File: src/rtl/audio_sport.sv
module audio_sport #(
  parameter int DW = 32,
  parameter int NL = 2,
  localparam int CW = $clog2(DW + 1),
  localparam int IW = $clog2(DW)
) (
  input  logic                   clk,
  input  logic                   rst_n,
  input  logic [1:0]             mode,
  input  logic [CW-1:0]          wlen,
  input  logic                   lsb_first,
  input  logic [NL-1:0]          dir,
  input  logic                   sclk_in,
  input  logic                   fs_in,
  input  logic [NL-1:0]          dat_in,
  output logic [NL-1:0]          dat_out,
  output logic [NL-1:0]          dat_oe,
  input  logic [NL-1:0][DW-1:0]  tx_data,
  input  logic [NL-1:0]          tx_valid,
  output logic [NL-1:0]          tx_ready,
  output logic [NL-1:0][DW-1:0]  rx_data,
  output logic [NL-1:0]          rx_valid,
  input  logic [NL-1:0]          rx_ready,
  input  logic [NL:0]            err_clr,
  output logic                   fs_err,
  output logic [NL-1:0]          tx_urun,
  output logic                   err_irq
);

  logic [2:0]    sck;
  logic [1:0]    fsy;
  logic [NL-1:0] dq1, dq2;

  always_ff @(posedge clk or negedge rst_n)
    if (!rst_n) begin
      sck <= '0;
      fsy <= '0;
      dq1 <= '0;
      dq2 <= '0;
    end else begin
      sck <= {sck[1:0], sclk_in};
      fsy <= {fsy[0], fs_in};
      dq1 <= dat_in;
      dq2 <= dq1;
    end

  wire rise   = sck[1] & ~sck[2];
  wire fall   = ~sck[1] & sck[2];
  wire fsv    = fsy[1];
  wire is_dsp = (mode == 2'b00);
  wire is_i2s = (mode == 2'b01);

  logic [CW-1:0] leff;
  always_comb begin
    if (wlen > CW'(DW))
      leff = CW'(DW);
    else if (wlen < (is_dsp ? CW'(3) : CW'(8)))
      leff = is_dsp ? CW'(3) : CW'(8);
    else
      leff = wlen;
  end

  // receive-side slot timing (rising bit clock)
  logic          fs_rp, pend_r, ract;
  logic [CW-1:0] ridx, ri;
  logic [IW-1:0] rpos;

  wire edge_r  = fsv ^ fs_rp;
  wire start_r = rise & (is_dsp ? (fsv & ~fs_rp) : (is_i2s ? pend_r : edge_r));
  wire last_r  = ract & (ridx >= leff - CW'(1));
  wire done_r  = rise & ~start_r & last_r;
  wire early   = start_r & ract;

  assign ri   = start_r ? '0 : ridx;
  assign rpos = IW'(lsb_first ? ri : leff - CW'(1) - ri);

  always_ff @(posedge clk or negedge rst_n)
    if (!rst_n) begin
      fs_rp  <= 1'b0;
      pend_r <= 1'b0;
      ract   <= 1'b0;
      ridx   <= '0;
    end else if (rise) begin
      fs_rp  <= fsv;
      pend_r <= is_i2s & edge_r;
      if (start_r) begin
        ract <= 1'b1;
        ridx <= CW'(1);
      end else if (ract) begin
        ridx <= ridx + CW'(1);
        if (last_r) ract <= 1'b0;
      end
    end

  // transmit-side slot timing (falling bit clock)
  logic          fs_fp, pend_f, tact;
  logic [CW-1:0] tidx, ti;
  logic [IW-1:0] tpos;

  wire edge_f  = fsv ^ fs_fp;
  wire start_f = fall & (is_dsp ? (fsv & ~fs_fp) : (is_i2s ? pend_f : edge_f));
  wire last_f  = tact & (tidx >= leff - CW'(1));

  assign ti   = start_f ? '0 : tidx;
  assign tpos = IW'(lsb_first ? ti : leff - CW'(1) - ti);

  always_ff @(posedge clk or negedge rst_n)
    if (!rst_n) begin
      fs_fp  <= 1'b0;
      pend_f <= 1'b0;
      tact   <= 1'b0;
      tidx   <= '0;
    end else if (fall) begin
      fs_fp  <= fsv;
      pend_f <= is_i2s & edge_f;
      if (start_f) begin
        tact <= 1'b1;
        tidx <= CW'(1);
      end else if (tact) begin
        tidx <= tidx + CW'(1);
        if (last_f) tact <= 1'b0;
      end
    end

  // early frame sync flag
  always_ff @(posedge clk or negedge rst_n)
    if (!rst_n)          fs_err <= 1'b0;
    else if (early)      fs_err <= 1'b1;
    else if (err_clr[0]) fs_err <= 1'b0;

  assign dat_oe  = dir;
  assign err_irq = fs_err | (|tx_urun);

  for (genvar i = 0; i < NL; i++) begin : g_line
    logic [DW-1:0] rsr, rsr_n, rd, tsr, tword, tsrc;
    logic          rv, dout, ur;

    assign rsr_n = (start_r ? '0 : rsr) | (DW'(dq2[i]) << rpos);
    assign tword = tx_valid[i] ? tx_data[i] : '0;
    assign tsrc  = start_f ? tword : tsr;

    always_ff @(posedge clk or negedge rst_n)
      if (!rst_n) begin
        rsr  <= '0;
        rd   <= '0;
        rv   <= 1'b0;
        tsr  <= '0;
        dout <= 1'b0;
        ur   <= 1'b0;
      end else begin
        if (rise & (start_r | ract)) rsr <= rsr_n;
        if (done_r & ~dir[i]) begin
          rd <= rsr_n;
          rv <= 1'b1;
        end else if (rx_ready[i]) begin
          rv <= 1'b0;
        end
        if (start_f) tsr <= tword;
        if (fall) dout <= dir[i] & (start_f | tact) & tsrc[tpos];
        if (start_f & dir[i] & ~tx_valid[i]) ur <= 1'b1;
        else if (err_clr[i+1])               ur <= 1'b0;
      end

    assign rx_data[i]  = rd;
    assign rx_valid[i] = rv;
    assign dat_out[i]  = dout;
    assign tx_urun[i]  = ur;
    assign tx_ready[i] = start_f & dir[i];
  end

endmodule

File: config.mk
export PLATFORM = sky130hd
export DESIGN_NAME = audio_sport
export DESIGN_NICKNAME = d
export VERILOG_FILES = /design/src/rtl/audio_sport.sv
export SDC_FILE = /design/constraint.sdc
export NUM_CORES = 1
export LEC_CHECK = 0
export ABC_AREA = 0
export BUFFER_PORTS_ARGS = -buffer_cell sky130_fd_sc_hd__buf_2
export CAP_MARGIN = 5
export CORE_MARGIN = 2
export CORE_UTILIZATION = 30
export CTS_BUF_LIST = sky130_fd_sc_hd__clkbuf_4
export DETAILED_ROUTE_END_ITERATION = 8
export SYNTH_ARGS = -nofsm -noshare
export SYNTH_HDL_FRONTEND = slang
export SYNTH_SLANG_ARGS = --single-unit
File: constraint.sdc
create_clock -name clk -period 6.19 [get_ports clk]
set_input_delay 0 -clock clk [delete_from_list [all_inputs] [get_ports clk]]
set_output_delay 0 -clock clk [all_outputs]
set_load 0.01 [all_outputs]
---- Word-level counts from Yosys, hierarchy flattened ----
Cells that the tools add are included.
Widths: inputs -> output; s select.
storage, ports and cells
  flip-flop bits (word level) ............. 226
  input bits .............................. 88
  output and inout port bits .............. 76
cells by class
  add/sub/neg operators ................... 5
  magnitude comparators ................... 5
  equality and inequality tests ........... 1
  shift operators ......................... 2
  mux-type cells .......................... 41
  bitwise logic cells ..................... 40
  reduce and logical (&&, ||, !) cells .... 11
operators by type and width
  kind                 count
  $mux 32              6
  $or 32x32->32        2
  $shl 1x5->32         2
  $mux 6               6
  $and 1x1->1          24
  $mux 1               22
  $mux 5               4
  $reduce_bool 2->1    7
  $add 6x1->6 const B  2
  $ge 6x6->1           2
  $bmux 1 s5           2
  $sub 5x5->5          2
  $not 1->1            9
  $gt 6x6->1 const B   1
  $lt 5x6->1 const B   1
  $lt 6x6->1           1
  $sub 6x1->6 const B  1
  $mux 4               1
  $reduce_and 2->1     2
  $or 1x1->1           3
  $eq 2x1->1 const B   1
  $logic_not 2->1      1
  $reduce_or 2->1      1
  $xor 1x1->1          2

---- Longest topological paths before layout ----
  depth after elaboration ................. 11
  mapped depth ............................ 22
  gate-level depth less buffers ........... 20

---- Worst setup path before layout ----
No wires, ideal clock.
  path kind ............................... register to register
  from .................................... register fsy[1]
  to ...................................... register g_line[0].dout
  library setup time ...................... 0.126 ns
  data arrival time ....................... 4.319 ns
  required time ........................... 6.064 ns
  path slack .............................. 1.745 ns
  cell stages (with the launch flop) ...... 21
  clock period less this slack ............ 4.445 ns
  cell sequence ........................... dfrtp_1 ha_1 and2_1 clkbuf_1 a211oi_2 buf_2 buf_2 buf_2 buf_1 nor2_1 ha_1 fa_1 nor2b_1 nor3_1 a31o_2 clkbuf_1 nand2_1 o22ai_1 or4_1 a32oi_1 o21ai_1
between the ends
  word-level cells in the longest chain between the ends .. 10
  elaborated cells on any way between the ends .. 14
  those cells by class .................... add/sub (1); mux (7); bitwise (6)
ends and longest elaborated chain
  what                          line  text
  start, declared               31    logic [1:0] fsy;
  start signal, assigned        42    fsy <= {fsy[0], fs_in};
  $xor 1x1->1                   100   wire edge_f = fsv ^ fs_fp;
  $mux 1                        101   wire start_f = fall & (is_dsp ? (fsv & ~fs_fp) : (is_i2s ? pend_f : edge_f));
  $mux 1 *                      101
  $and 1x1->1 *                 101
  $mux 5                        104   assign ti = start_f ? '0 : tidx;
  $sub 5x5->5                   105   assign tpos = IW'(lsb_first ? ti : leff - CW'(1) - ti);
  $mux 5                        105
  $bmux 1 s5                    159   if (fall) dout <= dir[i] & (start_f | tact) & tsrc[tpos];
  $mux 1 (not written as such)  159
  $and 1x1->1 *                 159
  end signal, assigned          159
  end, declared                 136   logic rv, dout, ur;
Mark *: on every way between the ends. The rest lies on a longest branch, timed or not. The select of a mux whose other input is x is not followed.
A chain may end at the register's enable or synchronous reset.

---- Final worst setup path ----
  from .................................... input port mode[0]
  to ...................................... register g_line[1].rd[2]
between the ends
  word-level cells in the longest chain between the ends .. 10
  elaborated cells on any way between the ends .. 22
  those cells by class .................... add/sub (2); order compare (2); eq/ne (1); shift (1); mux (8); bitwise (7); reduce/logical (1)
ends and longest elaborated chain
  what                                          line      text
  start, declared                               9         input logic [1:0] mode,
  $logic_not 2->1                               50        wire is_dsp = (mode == 2'b00);
  $mux 4                                        57, 58
  $lt 6x6->1                                    57        else if (wlen < (is_dsp ? CW'(3) : CW'(8)))
  $mux 6                                        57
  $mux 6                                        55        if (wlen > CW'(DW))
  $sub 6x1->6                                   75        assign rpos = IW'(lsb_first ? ri : leff - CW'(1) - ri);
  $sub 5x5->5 or $ge 6x6->1 (tied branches)     75, 70
  $mux 5 or $and 1x1->1 (tied branches)         75, 70
  $shl 1x5->32 or $and 1x1->1 (tied branches)   138, 71
  $or 32x32->32 or $and 1x1->1 (tied branches)  138, 152
  end signal, assigned                          153       rd <= rsr_n;
  end, declared                                 135       logic [DW-1:0] rsr, rsr_n, rd, tsr, tword, tsrc;
Parallel ways exist; a longest one is shown, timed or not.

==> run summary <==
Measured slew at the worst slew-check pin: 1.20 ns. The cell count of the worst reg-to-reg path is 15, and the post-CTS setup repair buffer count is 0. The combined area of all synthesized cells is 0.0112 mm2, and the initial standard-cell utilization of the core is 0.306. The congestion estimate from routability-driven global placement came to 0.837. The dominant synthesized flop cell was dfrtp_1.

The tools report the post-route total power as 0.00508 W. The net switching share of the total power works out to 0.383. Most common cell after layout, fill and taps aside: dfrtp_1. Of all nets on the critical path, the largest fanout is 65. The run finished with clean final reports. In this run the worst hold path is classified as primary input to register. The relative slew slack is 0.197. For the worst setup path, the data arrival time is 5.28 ns. The row count is 70, and the number of nets in the final layout is 1627. During synthesis, Yosys emitted a total of 0 warnings.

Counting the buffers created by CTS gives 60. In this run the static leakage power is 6.72 nW. Leaving out filler cells and counting taps, the final layout contains 2025.

The floorplan step set the die height to 197 um. The floorplan step defined a die boundary enclosing 0.0389 mm2. The detailed-router iteration count before antenna repair was 5; the overflow left after global routing was 0. The number of violations of the max-capacitance limit is 0, and the internal reg-to-reg setup slack is 1.63 ns. The H-tree generated during clock tree synthesis spans 2 levels. The terminating pin of the worst hold path is tact. The detailed-placement wirelength estimate is 22600 um.

In the routed design, unresolved DRC markers number 0. Once placement completed, the tool counted placed cells totaling 1784. Setup repair after global routing left no endpoint under its margin. The area of the placeable core is 0.0367 mm2. The post-route minimum period is 4.69 ns, and the count of vias placed by the detailed router is 10400. The worst register-to-register path begins at fsy[1]. The run gives 0.349 as the portion of total power attributed to combinational logic.

For the maximum frequency from static timing analysis, the log shows 213 MHz. The critical path startpoint category is a primary input. Latest clock arrival within the worst-skew pair: 0.72 ns. The count of final max-slew check failures was 0; the sequential share of the synthesized area was 0.504. The share of final-layout standard cells stronger than drive strength 1 was 0.197. The number of synthesized flops with an enable pin was 0; the switching power was 0.00195 W. In this run the mean area of a mapped cell was 9.15 um2. Using the TritonRoute via totals, the vias-per-cell ratio works out to 5.11.

TritonCTS built the clock tree. The root buffer cell chosen for the clock tree is clkbuf_4. Clock skew on the completed layout was measured at 0.0500 ns.

The die is 197 um wide. The worst setup path is of the primary input to register kind. The first global-routing pass estimated 56400 um of wire. Dividing the detail-routed wire length by the instance count gives 17.5 um. The post-CTS resize count was 0; the share of the clock period used by the worst path after layout was 0.758.

The synthesized netlist net count came out at 1339. The detailed router finished its first iteration with 657 violations. In this run the remaining antenna-violating nets after routing total 0.

For this block, the routed nets add up to 35300 um of wire. The area used by multi-input combinational logic came out at 0.00501 mm2. The run gives 136 as the hold buffer count at CTS. Leaving out fill and tap cells, the most frequent cells in the layout are dfrtp_1, nand2_1, buf_2. The flip-flop and latch count after synthesis was 226. Buffers placed on the I/O ports in this run total 163. In this run, distinct cell masters in the synthesized netlist total 69. The sequential cell fraction of total power is 0.389, and the initial antenna violation count is 2. The run gives 0.262 as the clock share of power. For this design the top-level I/O count stands at 164.

Cell-internal power: 0.00314 W. For the aggregate negative setup slack, the log shows 0 ns. The logs give 226 for the number of sinks on the clock net and 10300 for the via count of the first global-routing pass.

Along the worst hold path, the cell count comes to 7. After clock tree synthesis, the clock-pin slew on the worst setup and hold paths is 0.07 ns. The tools report the hold violation count in the final report as 0. For the number of setup violations in the final report, the log shows 0.

Relative to the synthesized area, the layout overhead comes to 29.2%. The tools report the endpoint of the worst register-to-register path as g_line[0].rd[29]. Counting along the longest clock path gives a buffer depth of 3.

The logs give 0.183 for the overall fraction of global-route tracks in use and 6.78 ns for the data required time of the critical path. The share of async-settable or async-resettable flops after synthesis came out at 1.00. The critical path endpoint category was a register. Registers take 0.00566 mm2. Dividing total power by cell area gives a power density of 351 mW/mm2.

VDD sags by at most 0.160 mV. Fill cells in the final layout number 3620. The post-synthesis instance total is 1226. The start point of the worst hold path is wlen[4]. Entering global routing, the biggest net connects 107 pins.
[layout make-up]
cell class / count / share of cell area
clock inverters: 9 / 0.00311
well taps: 468 / 0.0404
clock buffers: 95 / 0.0492
inverters: 45 / 0.0117
repair buffers: 312 / 0.159
flip-flops and latches: 226 / 0.390
diodes: 1 / 0.000173
multi-input cells: 869 / 0.346
[through the flow]
step | hold WS, ns | cell area [um2] | worst slack [ns] | util
finish | 0.0527 | 14500 | 1.50 | 0.395
global route | 0.0227 | 14500 | 1.07 | 0.395
CTS | 0.00259 | 14500 | 1.57 | 0.395
detailed placement | 0.120 | 12300 | 1.33 | 0.336
global placement | 0.111 | 12300 | 1.35 | 0.336
floorplan | -0.296 | 11200 | 1.74 | -
[flip-flops by register name, indices dropped and copies added (netlist names), 2 cells and up]
name	flops
ridx	6
g_line.rv	2
dq1	2
g_line.dout	2
dq2	2
tidx	6
g_line.rsr	64
g_line.rd	64
sck	3
fsy	2
g_line.tsr	64
g_line.ur	2
[power by group through the flow]
stage,combinational [W],sequential [W],clock (W)
after floorplan,0.00106,0.00202,0
after global placement,0.00169,0.00200,0
after detailed placement,0.00171,0.00201,0
after CTS,0.00178,0.00198,0.00137
after global routing,0.00197,0.00202,0.00144
final,0.00178,0.00198,0.00133
[critical path: stages]
cell           delay (ns)
dlygate4sd3_1        0.53
buf_2                0.16
nor2_2               0.18
inv_2                0.07
ha_1                 0.30
nor3_1               0.24
a21boi_0             0.20
o21ai_0              0.16
a21o_1               0.22
nand2_1              0.15
ha_1                 0.24
or3b_1               0.35
a32oi_1              0.40
nand2_1              0.20
inv_2                0.16
ha_1                 0.26
nand2_1              0.07
a211oi_1             0.05
nor4_1               0.61
nor3_2               0.10
buf_4                0.34
nor2_1               0.18
a31oi_1              0.06
[cells by family after synthesis]
group,after synthesis,share of synthesized area
adders and majority gates,25,0.0292
DFF,226,0.504
AOI/OAI and AO/OA,299,0.174
buffers and inverters,131,0.0505
and+or+nand+nor,492,0.193
xor gates and xnor gates,15,0.0141
muxes,38,0.0348
[cells in the mapped netlist, types with 17 or more instances]
cell	number	share of area
a21oi_1	27	0.012
a22o_1	17	0.013
a31oi_1	68	0.038
buf_2	24	0.011
clkbuf_1	40	0.013
dfrtp_1	226	0.50
ha_1	23	0.026
inv_1	43	0.014
mux2i_1	30	0.027
nand2_1	198	0.066
nand3_1	112	0.050
nor2_1	109	0.036
nor3_1	20	0.0089
o21ai_0	80	0.036
o21ai_1	30	0.013
[layer usage]
metal | share of wire | up-vias | global-route usage
met3 | 0.067 | 66 | 0.0406
met1 | 0.43 | 4962 | 0.236
met4 | 0.021 | 2 | 0.0540
met5 | 0.00031 | - | 0
met2 | 0.48 | 392 | 0.306
li1 | - | 4935 | -
[worst max path at each step]
| stage | startpoint | to | slack (ns) | cells after the start |
|---|---|---|---|---|
| after floorplan | fsy[1] | g_line[0].dout | 1.74 | 20 |
| after detailed placement | mode[0] | g_line[1].rd[1] | 1.33 | 22 |
| after CTS | mode[0] | g_line[1].rd[20] | 1.57 | 23 |
| after global placement | mode[0] | g_line[1].rd[22] | 1.35 | 22 |
| final | mode[0] | g_line[1].rd[2] | 1.50 | 23 |
| after global routing | mode[0] | g_line[1].rd[9] | 1.07 | 23 |
No activity file was read; power rests on OpenSTA's default activity.
